[config.mk]
export PLATFORM = sky130hd
export DESIGN_NAME = irq_arbiter
export DESIGN_NICKNAME = d
export VERILOG_FILES = /design/src/rtl/irqc_pkg.sv /design/src/rtl/irqc_cfg.sv /design/src/rtl/irqc_srcs.sv /design/src/rtl/irqc_pick.sv /design/src/rtl/irq_arbiter.sv
export SDC_FILE = /design/constraint.sdc
export NUM_CORES = 1
export LEC_CHECK = 0
export BUFFER_PORTS_ARGS = -buffer_cell sky130_fd_sc_hd__buf_2
export CORE_AREA = 2 2 65 54
export CTS_CLUSTER_SIZE = 28
export DETAILED_ROUTE_END_ITERATION = 12
export DIE_AREA = 0 0 67 56
export MAX_ROUTING_LAYER = met4
export PLACE_DENSITY = 0.85
export SLEW_MARGIN = 5
export SYNTH_ARGS = -nofsm -noshare
export SYNTH_HDL_FRONTEND = slang
export SYNTH_SLANG_ARGS = --single-unit
[constraint.sdc]
create_clock -name clk -period 4 [get_ports clk]
set_clock_uncertainty 0.15 [all_clocks]
set_input_delay 0.8 -clock clk [delete_from_list [all_inputs] [get_ports clk]]
set_output_delay 0.8 -clock clk [all_outputs]
set_load 0.05 [all_outputs]
[src/rtl/irqc_pkg.sv]
package irqc_pkg;
  localparam int unsigned SRC_TRAP = 0;
  localparam int unsigned SRC_SWI  = 1;
  localparam int unsigned SRC_XIRQ = 2;
  localparam int unsigned SRC_IRQ  = 3;
  localparam int unsigned SRC_TMR  = 4;
  localparam int unsigned SRC_PER0 = 5;
  localparam int unsigned NFIXED   = 5;

  localparam logic [15:0] VEC_TOP   = 16'hFFF8;
  localparam logic [15:0] VEC_FLOOR = 16'hFF80;

  typedef enum logic {
    CFG_CTRL  = 1'b0,
    CFG_PROMO = 1'b1
  } cfg_sel_e;

  function automatic logic [15:0] vec_of(input int unsigned id);
    return VEC_TOP - 16'(2 * id);
  endfunction
endpackage

[src/rtl/irqc_cfg.sv]
module irqc_cfg
  import irqc_pkg::*;
#(
  parameter int NPER = 8,
  parameter int PW   = 4
) (
  input  logic          clk,
  input  logic          rst_n,
  input  logic          cfg_wr,
  input  logic          cfg_sel,
  input  logic [7:0]    cfg_wdata,
  output logic          edge_mode,
  output logic          irq_en,
  output logic [PW-1:0] promo
);
  localparam int NMASK = 2 + NPER;

  logic wr_ctrl, wr_promo, promo_ok;
  assign wr_ctrl  = cfg_wr && (cfg_sel == CFG_CTRL);
  assign wr_promo = cfg_wr && (cfg_sel == CFG_PROMO);
  assign promo_ok = int'(cfg_wdata) < NMASK;

  always_ff @(posedge clk or negedge rst_n) begin
    if (!rst_n) begin
      edge_mode <= 1'b0;
      irq_en    <= 1'b0;
      promo     <= '0;
    end else begin
      if (wr_ctrl) begin
        edge_mode <= cfg_wdata[0];
        irq_en    <= cfg_wdata[1];
      end
      if (wr_promo && promo_ok) promo <= cfg_wdata[PW-1:0];
    end
  end


  promo_ignore_chk: assert property (@(posedge clk) disable iff (!rst_n)
    (cfg_wr && cfg_sel && (int'(cfg_wdata) >= NMASK)) |=> $stable(promo));
endmodule

[src/rtl/irqc_srcs.sv]
module irqc_srcs
  import irqc_pkg::*;
#(
  parameter int NPER = 8,
  parameter int NSRC = 13,
  parameter int IW   = 4
) (
  input  logic            clk,
  input  logic            rst_n,
  input  logic            irq_n,
  input  logic            xirq_n,
  input  logic            tmr_req,
  input  logic [NPER-1:0] per_req,
  input  logic            swi_stb,
  input  logic            trap_stb,
  input  logic            cpu_i,
  input  logic            x_clr,
  input  logic            edge_mode,
  input  logic            irq_en,
  input  logic            take,
  input  logic [IW-1:0]   take_id,
  output logic [NSRC-1:0] elig,
  output logic            x_mask
);
  logic irq_prev, edge_q, swi_q, trap_q, x_q;
  logic take_irq, take_swi, take_trap, take_xirq, irq_fall;

  assign take_irq  = take && (take_id == IW'(SRC_IRQ));
  assign take_swi  = take && (take_id == IW'(SRC_SWI));
  assign take_trap = take && (take_id == IW'(SRC_TRAP));
  assign take_xirq = take && (take_id == IW'(SRC_XIRQ));
  assign irq_fall  = irq_prev && !irq_n;

  always_ff @(posedge clk or negedge rst_n) begin
    if (!rst_n) begin
      irq_prev <= 1'b1;
      edge_q   <= 1'b0;
      swi_q    <= 1'b0;
      trap_q   <= 1'b0;
      x_q      <= 1'b1;
    end else begin
      irq_prev <= irq_n;
      if (edge_mode && irq_fall)        edge_q <= 1'b1;
      else if (!edge_mode || take_irq)  edge_q <= 1'b0;
      if (swi_stb)        swi_q  <= 1'b1;
      else if (take_swi)  swi_q  <= 1'b0;
      if (trap_stb)       trap_q <= 1'b1;
      else if (take_trap) trap_q <= 1'b0;
      if (take_xirq)      x_q    <= 1'b1;
      else if (x_clr)     x_q    <= 1'b0;
    end
  end

  logic irq_line;
  assign irq_line = edge_mode ? edge_q : !irq_n;

  assign elig[SRC_TRAP] = trap_q;
  assign elig[SRC_SWI]  = swi_q;
  assign elig[SRC_XIRQ] = !xirq_n && !x_q;
  assign elig[SRC_IRQ]  = irq_en && irq_line && !cpu_i;
  assign elig[SRC_TMR]  = tmr_req && !cpu_i;

  for (genvar k = 0; k < NPER; k++) begin : g_per
    assign elig[SRC_PER0 + k] = per_req[k] && !cpu_i;
  end

  assign x_mask = x_q;


  x_set_chk: assert property (@(posedge clk) disable iff (!rst_n)
    $rose(x_q) |-> $past(take_xirq));

  edge_keep_chk: assert property (@(posedge clk) disable iff (!rst_n)
    (edge_q && edge_mode && !take_irq) |=> edge_q);

  swi_keep_chk: assert property (@(posedge clk) disable iff (!rst_n)
    (swi_q && !take_swi) |=> swi_q);
endmodule

[src/rtl/irqc_pick.sv]
module irqc_pick
  import irqc_pkg::*;
#(
  parameter int NPER = 8,
  parameter int NSRC = 13,
  parameter int IW   = 4,
  parameter int PW   = 4
) (
  input  logic [NSRC-1:0] elig,
  input  logic [PW-1:0]   promo,
  output logic            hit,
  output logic [IW-1:0]   win_id
);
  localparam int NMASK = 2 + NPER;

  always_comb begin
    hit    = 1'b0;
    win_id = '0;
    for (int s = NSRC - 1; s >= int'(SRC_IRQ); s--) begin
      if (elig[s]) begin
        hit    = 1'b1;
        win_id = IW'(s);
      end
    end
    for (int m = 0; m < NMASK; m++) begin
      if ((int'(promo) == m) && elig[int'(SRC_IRQ) + m]) begin
        hit    = 1'b1;
        win_id = IW'(int'(SRC_IRQ) + m);
      end
    end
    for (int s = int'(SRC_XIRQ); s >= 0; s--) begin
      if (elig[s]) begin
        hit    = 1'b1;
        win_id = IW'(s);
      end
    end
  end
endmodule

[src/rtl/irq_arbiter.sv]
module irq_arbiter
  import irqc_pkg::*;
#(
  parameter int NPER = 8
) (
  input  logic            clk,
  input  logic            rst_n,
  input  logic            insn_bnd,
  input  logic            irq_n,
  input  logic            xirq_n,
  input  logic            tmr_req,
  input  logic [NPER-1:0] per_req,
  input  logic            swi_stb,
  input  logic            trap_stb,
  input  logic            cpu_i,
  input  logic            x_clr,
  input  logic            cfg_wr,
  input  logic            cfg_sel,
  input  logic [7:0]      cfg_wdata,
  input  logic            ent_ready,
  output logic            ent_valid,
  output logic [15:0]     ent_vec,
  output logic            ent_set_i,
  output logic            ent_set_x,
  output logic            x_mask
);
  localparam int NSRC  = int'(NFIXED) + NPER;
  localparam int NMASK = 2 + NPER;
  localparam int IW    = $clog2(NSRC);
  localparam int PW    = $clog2(NMASK);

  logic            edge_mode, irq_en;
  logic [PW-1:0]   promo;
  logic [NSRC-1:0] elig;
  logic            hit;
  logic [IW-1:0]   win_id, id_q;
  logic            take;

  assign take = ent_valid && ent_ready;

  irqc_cfg #(.NPER(NPER), .PW(PW)) u_cfg (
    .clk(clk), .rst_n(rst_n), .cfg_wr(cfg_wr), .cfg_sel(cfg_sel),
    .cfg_wdata(cfg_wdata), .edge_mode(edge_mode), .irq_en(irq_en),
    .promo(promo)
  );

  irqc_srcs #(.NPER(NPER), .NSRC(NSRC), .IW(IW)) u_srcs (
    .clk(clk), .rst_n(rst_n), .irq_n(irq_n), .xirq_n(xirq_n),
    .tmr_req(tmr_req), .per_req(per_req), .swi_stb(swi_stb),
    .trap_stb(trap_stb), .cpu_i(cpu_i), .x_clr(x_clr),
    .edge_mode(edge_mode), .irq_en(irq_en), .take(take),
    .take_id(id_q), .elig(elig), .x_mask(x_mask)
  );

  irqc_pick #(.NPER(NPER), .NSRC(NSRC), .IW(IW), .PW(PW)) u_pick (
    .elig(elig), .promo(promo), .hit(hit), .win_id(win_id)
  );

  always_ff @(posedge clk or negedge rst_n) begin
    if (!rst_n) begin
      ent_valid <= 1'b0;
      ent_vec   <= 16'h0000;
      ent_set_i <= 1'b0;
      ent_set_x <= 1'b0;
      id_q      <= '0;
    end else if (take) begin
      ent_valid <= 1'b0;
    end else if (!ent_valid && insn_bnd && hit) begin
      ent_valid <= 1'b1;
      ent_vec   <= vec_of(int'(win_id));
      ent_set_i <= 1'b1;
      ent_set_x <= (win_id == IW'(SRC_XIRQ));
      id_q      <= win_id;
    end
  end


  sample_pt_chk: assert property (@(posedge clk) disable iff (!rst_n)
    $rose(ent_valid) |-> $past(insn_bnd));

  entry_hold_chk: assert property (@(posedge clk) disable iff (!rst_n)
    (ent_valid && !ent_ready) |=> (ent_valid && $stable(ent_vec) && $stable(ent_set_x)));

  vec_range_chk: assert property (@(posedge clk) disable iff (!rst_n)
    ent_valid |-> (ent_vec >= VEC_FLOOR && ent_vec <= VEC_TOP && !ent_vec[0]));

  mask_upd_chk: assert property (@(posedge clk) disable iff (!rst_n)
    ent_valid |-> (ent_set_i && (ent_set_x == (ent_vec == vec_of(SRC_XIRQ)))));

  imask_chk: assert property (@(posedge clk) disable iff (!rst_n)
    ($rose(ent_valid) && ent_vec < vec_of(SRC_XIRQ)) |-> !$past(cpu_i));
endmodule

# Word-level counts from Yosys, hierarchy flattened
# Index checks and enable logic that the tools add are counted.
# W data, S select, Z words.
word_totals:
  register_bits: 34
  inputBits: 29
  output_inout_bits: 20
classes:
  addsub: 1
  n_lt_le_gt_ge: 1
  n_eq_ne: 13
  n_mux: 57
  n_bitwise: 2
  reduce_logical: 49
op_table:
  columns: ["operator", "count"]
  rows:
  - ["$mux W4", 23]
  - ["$logic_and A1 B1 Y1", 34]
  - ["$mux W1", 34]
  - ["$eq A4 B4 Y1 const B", 6]
  - ["$eq A4 B2 Y1 const B", 4]
  - ["$reduce_bool A2 Y1", 5]
  - ["$eq A4 B3 Y1 const B", 2]
  - ["$logic_not A4 Y1", 2]
  - ["$lt A8 B4 Y1 const B", 1]
  - ["$sub A4 B6 Y7 const A", 1]
  - ["$logic_not A1 Y1", 6]
  - ["$eq A4 B1 Y1 const B", 1]
  - ["$not A1 Y1", 2]
  - ["$reduce_and A2 Y1", 1]
  - ["$logic_or A1 B1 Y1", 1]

# Depth between registers and ports, before layout
depth:
  word_depth: 28
  ltp_mapped: 10

# Hierarchy
# From an unflattened synthesis, not the netlist that was laid out.
hier_totals:
  hier_cells: 177
  hier_area_um2: 1581.5
by_module_without_submodules:
  columns: ["mod", "n_inst", "cells_each", "area_per_inst_um2"]
  rows:
  - ["irq_arbiter", 1, 56, 600.6]
  - ["irqc_pick", 1, 64, 392.9]
  - ["irqc_srcs", 1, 34, 302.8]
  - ["irqc_cfg", 1, 23, 285.3]

# Worst setup path after synthesis
# No wires, ideal clock.
synth_path:
  path_kind: "input port to flip-flop"
  startpoint: "in cpu_i"
  endpoint: "reg ent_vec[2]"
  setup_time_ns: 0.125
  arrival_ns: 2.430
  t_required_ns: 3.725
  path_slack_ns: 1.296
  stages: 6
  cell_sequence: "or3b_4 a211oi_2 and3b_1 a221o_1 ha_1 mux2_2"
synth_between:
  elab_chain_cells: 27
  word_cells_on_any_way: 69
  cone_classes: "add/sub: 1; mux: 45; reduce/logical: 23"
synth_lines:
  columns: ["element", "line", "source"]
  rows:
  - ["start: declaration", "irq_arbiter.sv:15", "input logic cpu_i,"]
  - ["$logic_not A1 Y1 (*)", "irqc_srcs.sv:60, irqc_srcs.sv:61, irqc_srcs.sv:64", null]
  - ["parallel branches: the longest is 26 deep, another holds $mux W4", null, null]
  - ["end signal: assignment", "irq_arbiter.sv:70", "ent_vec <= vec_of(int'(win_id));"]
  - ["end: declaration", "irq_arbiter.sv:22", "output logic [15:0] ent_vec,"]
# Every way passes the cells marked *.
# A chain may end at the register's enable or synchronous reset.

# Final worst setup path
# Ends and elaborated chain as after synthesis.

==> metrics.cfg <==
[status]
outcome = finished, final reports clean

[critical_path]
crit_fanout = 12
worstSetupPathType = in -> reg
start_kind = input pin
critical_path_arrival_ps = 2790
end_kind = register
rrSetupSlack_ps = 1420
cp_data_required_time_ps = 4010

[final_layout]
nets = 225
syn2layout_area_growth_pct = 16.0
largest_reg_flops = 5
drive_above_1_share = 0.368
top_register = ent_vec
antenna_cells = 0
reg_top3 = ent_vec (5), id_q (4), u_cfg.promo (4)

[sta]
tightest_slew_ps = 651
finalWorstSetupSlack_ps = 1220
tns_ps = 0
rsz0062_at_grt = no
finalSetupViolCount = 0
maxSlewHeadroom = 0.565
fmax_mhz = 359
period_minus_slack_ps = 2780
post-route-period-util = 0.696
hold_viol = 0
drv_slew = 0

[placement]
hpwl_um = 2620
dp_slack_ps = 961
gp_congestion = 0.946
io_buffers = 47

[synthesis]
yosys.area.top_type = dfrtp_1
ys_seq_area_frac = 0.369
netlist_instances = 158
syn_nets = 189
async_reset_ff_frac = 1.00
synthFlopType = dfrtp_1
ys_seq_elements = 22
synth_top_area_frac = 0.334
syn_area_per_cell_um2 = 9.48
syn_area_mm2 = 0.00150
synth.distinct_cells = 48
synth_edf_count = 0
synth.area.top_cells = dfrtp_1, buf_4, mux2_2, nor2b_1, dfstp_2
ys.warnings.count = 0

[pwr]
ir_worst_vdd_mv = 0.264
p_sw_frac = 0.318
power_uw = 654
clockPowerShare = 0.316
power.density_mw_per_mm2 = 376
pwr-share-comb = 0.262
p_int_uw = 446
power_leakage_uw = 0.000764
p_switching_uw = 208
seqPwrFrac = 0.422

[detailed_routing]
vias = 1290
drt_iter0_drc = 100
drt_wl_total_um = 3180
postRouteAntennaNets = 0
wl_per_cell_um = 13.7
drcViolationCount = 0
viasPerCell = 5.54
firstDrtPassIters = 4

[grt]
antenna_found_initial = 0
grt_max_degree = 23
grtUsageMet3 = 0.0486
grt_pass1_vias = 1248
gr-usage-met2 = 0.291
met1_usage = 0.242
grt_pass1_wl_um = 5340
grt-ovfl-total = 0
top_usage_layer = met2
grt_use_total = 0.182

[cts]
cts.sinks = 22
cts_tree = yes
clockRootBuffer = clkbuf_8
h-tree-depth = 1
clk_latency_ps = 260
cts_hold_buf = 0
cts.clk_slew.worst_paths_ps = 90
postCtsSetupBuffers = 0
cts_resized = 0
cts_buffers = 3
clock_path_buffers = 2

[flow_run]
cap_violations = 0

[floorplan]
die_w_um = 67
core_mm2 = 0.00306
die_y_um = 56
initial_core_util = 0.489
fp.dieArea_mm2 = 0.00375
rows = 18
ioPinCount = 49

[worst_hold_path]
min_path_type = in -> async

-- placed cells by master, fill, tap and decap left out, drive strengths merged, types with 4 or more instances in the layout --
| cell | synthesis | routed |
|---|---|---|
| a21oi | 4 | 4 |
| buf | 17 | 48 |
| dfrtp | 20 | 20 |
| inv | 6 | 6 |
| mux2 | 7 | 7 |
| nand2 | 12 | 12 |
| nand2b | 5 | 5 |
| nand3b | 5 | 5 |
| nor2 | 9 | 9 |
| nor2b | 9 | 9 |
| nor3 | 4 | 4 |
| o21ai | 12 | 12 |
-- final cells by class --
cell class,count,area (um^2)
flip-flops and latches,22,553
fillers,292,1330
clock buffers,3,41.3
well taps,40,50.0
inverters,6,22.5
clock inverters,1,30.0
repair buffers,48,243
multi-input cells,113,798
-- metrics by stage --
step | util | std cells | cell area [um^2] | hold slack, ps
3_5_place_dp | 0.544 | 229 | 1670 | 323
3_3_place_gp | 0.544 | 229 | 1670 | 313
4_1_cts | 0.567 | 233 | 1740 | 342
5_1_grt | 0.567 | 233 | 1740 | 363
6_report | 0.567 | 233 | 1740 | 332
2_1_floorplan | - | 158 | 1500 | 301
-- kinds of logic (layout without fill, tap and decap cells) --
group | after synthesis | after routing | share of synthesized area
DFF | 22 | 22 | 0.369
adders and majority gates | 2 | 2 | 0.0167
xor gates and xnor gates | 1 | 1 | 0.00585
other | 1 | 1 | 0.00250
buffers and inverters | 23 | 58 | 0.0977
muxes | 8 | 8 | 0.0593
AOI/OAI and AO/OA | 40 | 40 | 0.210
and+or+nand+nor | 61 | 61 | 0.239
-- worst max-delay path: stages --
cell      delay [ps]
buf_2            170
nand2b_1         180
nor3_1           350
a21oi_1           90
o31a_1           330
or2_2            330
ha_1             290
mux2_2           260
-- power groups by stage --
stage	clock (uW)	combinational, uW	sequential, uW
after floorplan	0	109	294
after global placement	0	168	279
after detailed placement	0	172	280
after CTS	209	172	276
after global routing	218	187	281
final	206	171	276
-- cell usage after synthesis, types with 2 or more instances --
cell / number
ha_1: 2
nor3b_1: 3
nor2b_1: 9
nand2b_1: 5
nor2_1: 9
buf_2: 3
o21ai_1: 3
a21oi_1: 4
o31ai_1: 3
a21o_1: 3
nand3b_1: 5
o31a_1: 2
o21bai_1: 2
o21ai_0: 8
o21a_1: 2
o32ai_1: 2
nor3_1: 4
nand3_1: 3
inv_1: 6
dfstp_2: 2
dfrtp_1: 20
nand4_1: 2
nand2_1: 12
buf_4: 13
nor4_1: 2
mux2_2: 7
-- final timing paths --
check,from,end,cells past startpoint
worst min register to register,ent_vec[5],ent_vec[5],2
worst min-delay path,rst_n,ent_valid,1
worst max register to register,u_cfg.promo[2],ent_vec[2],6
max in group asynchronous,rst_n,u_srcs.irq_prev,1
worst max-delay path,cpu_i,ent_vec[2],8
min in group clk,ent_vec[5],ent_vec[5],2
-- per-layer routing --
| metal | part of all wire | wire [um] |
|---|---|---|
| met3 | 0.072 | 228 |
| met4 | 0 | 0 |
| met5 | 0 | 0 |
| met2 | 0.48 | 1510 |
| met1 | 0.45 | 1440 |
Note: power is estimated with default switching activity, not from simulation.
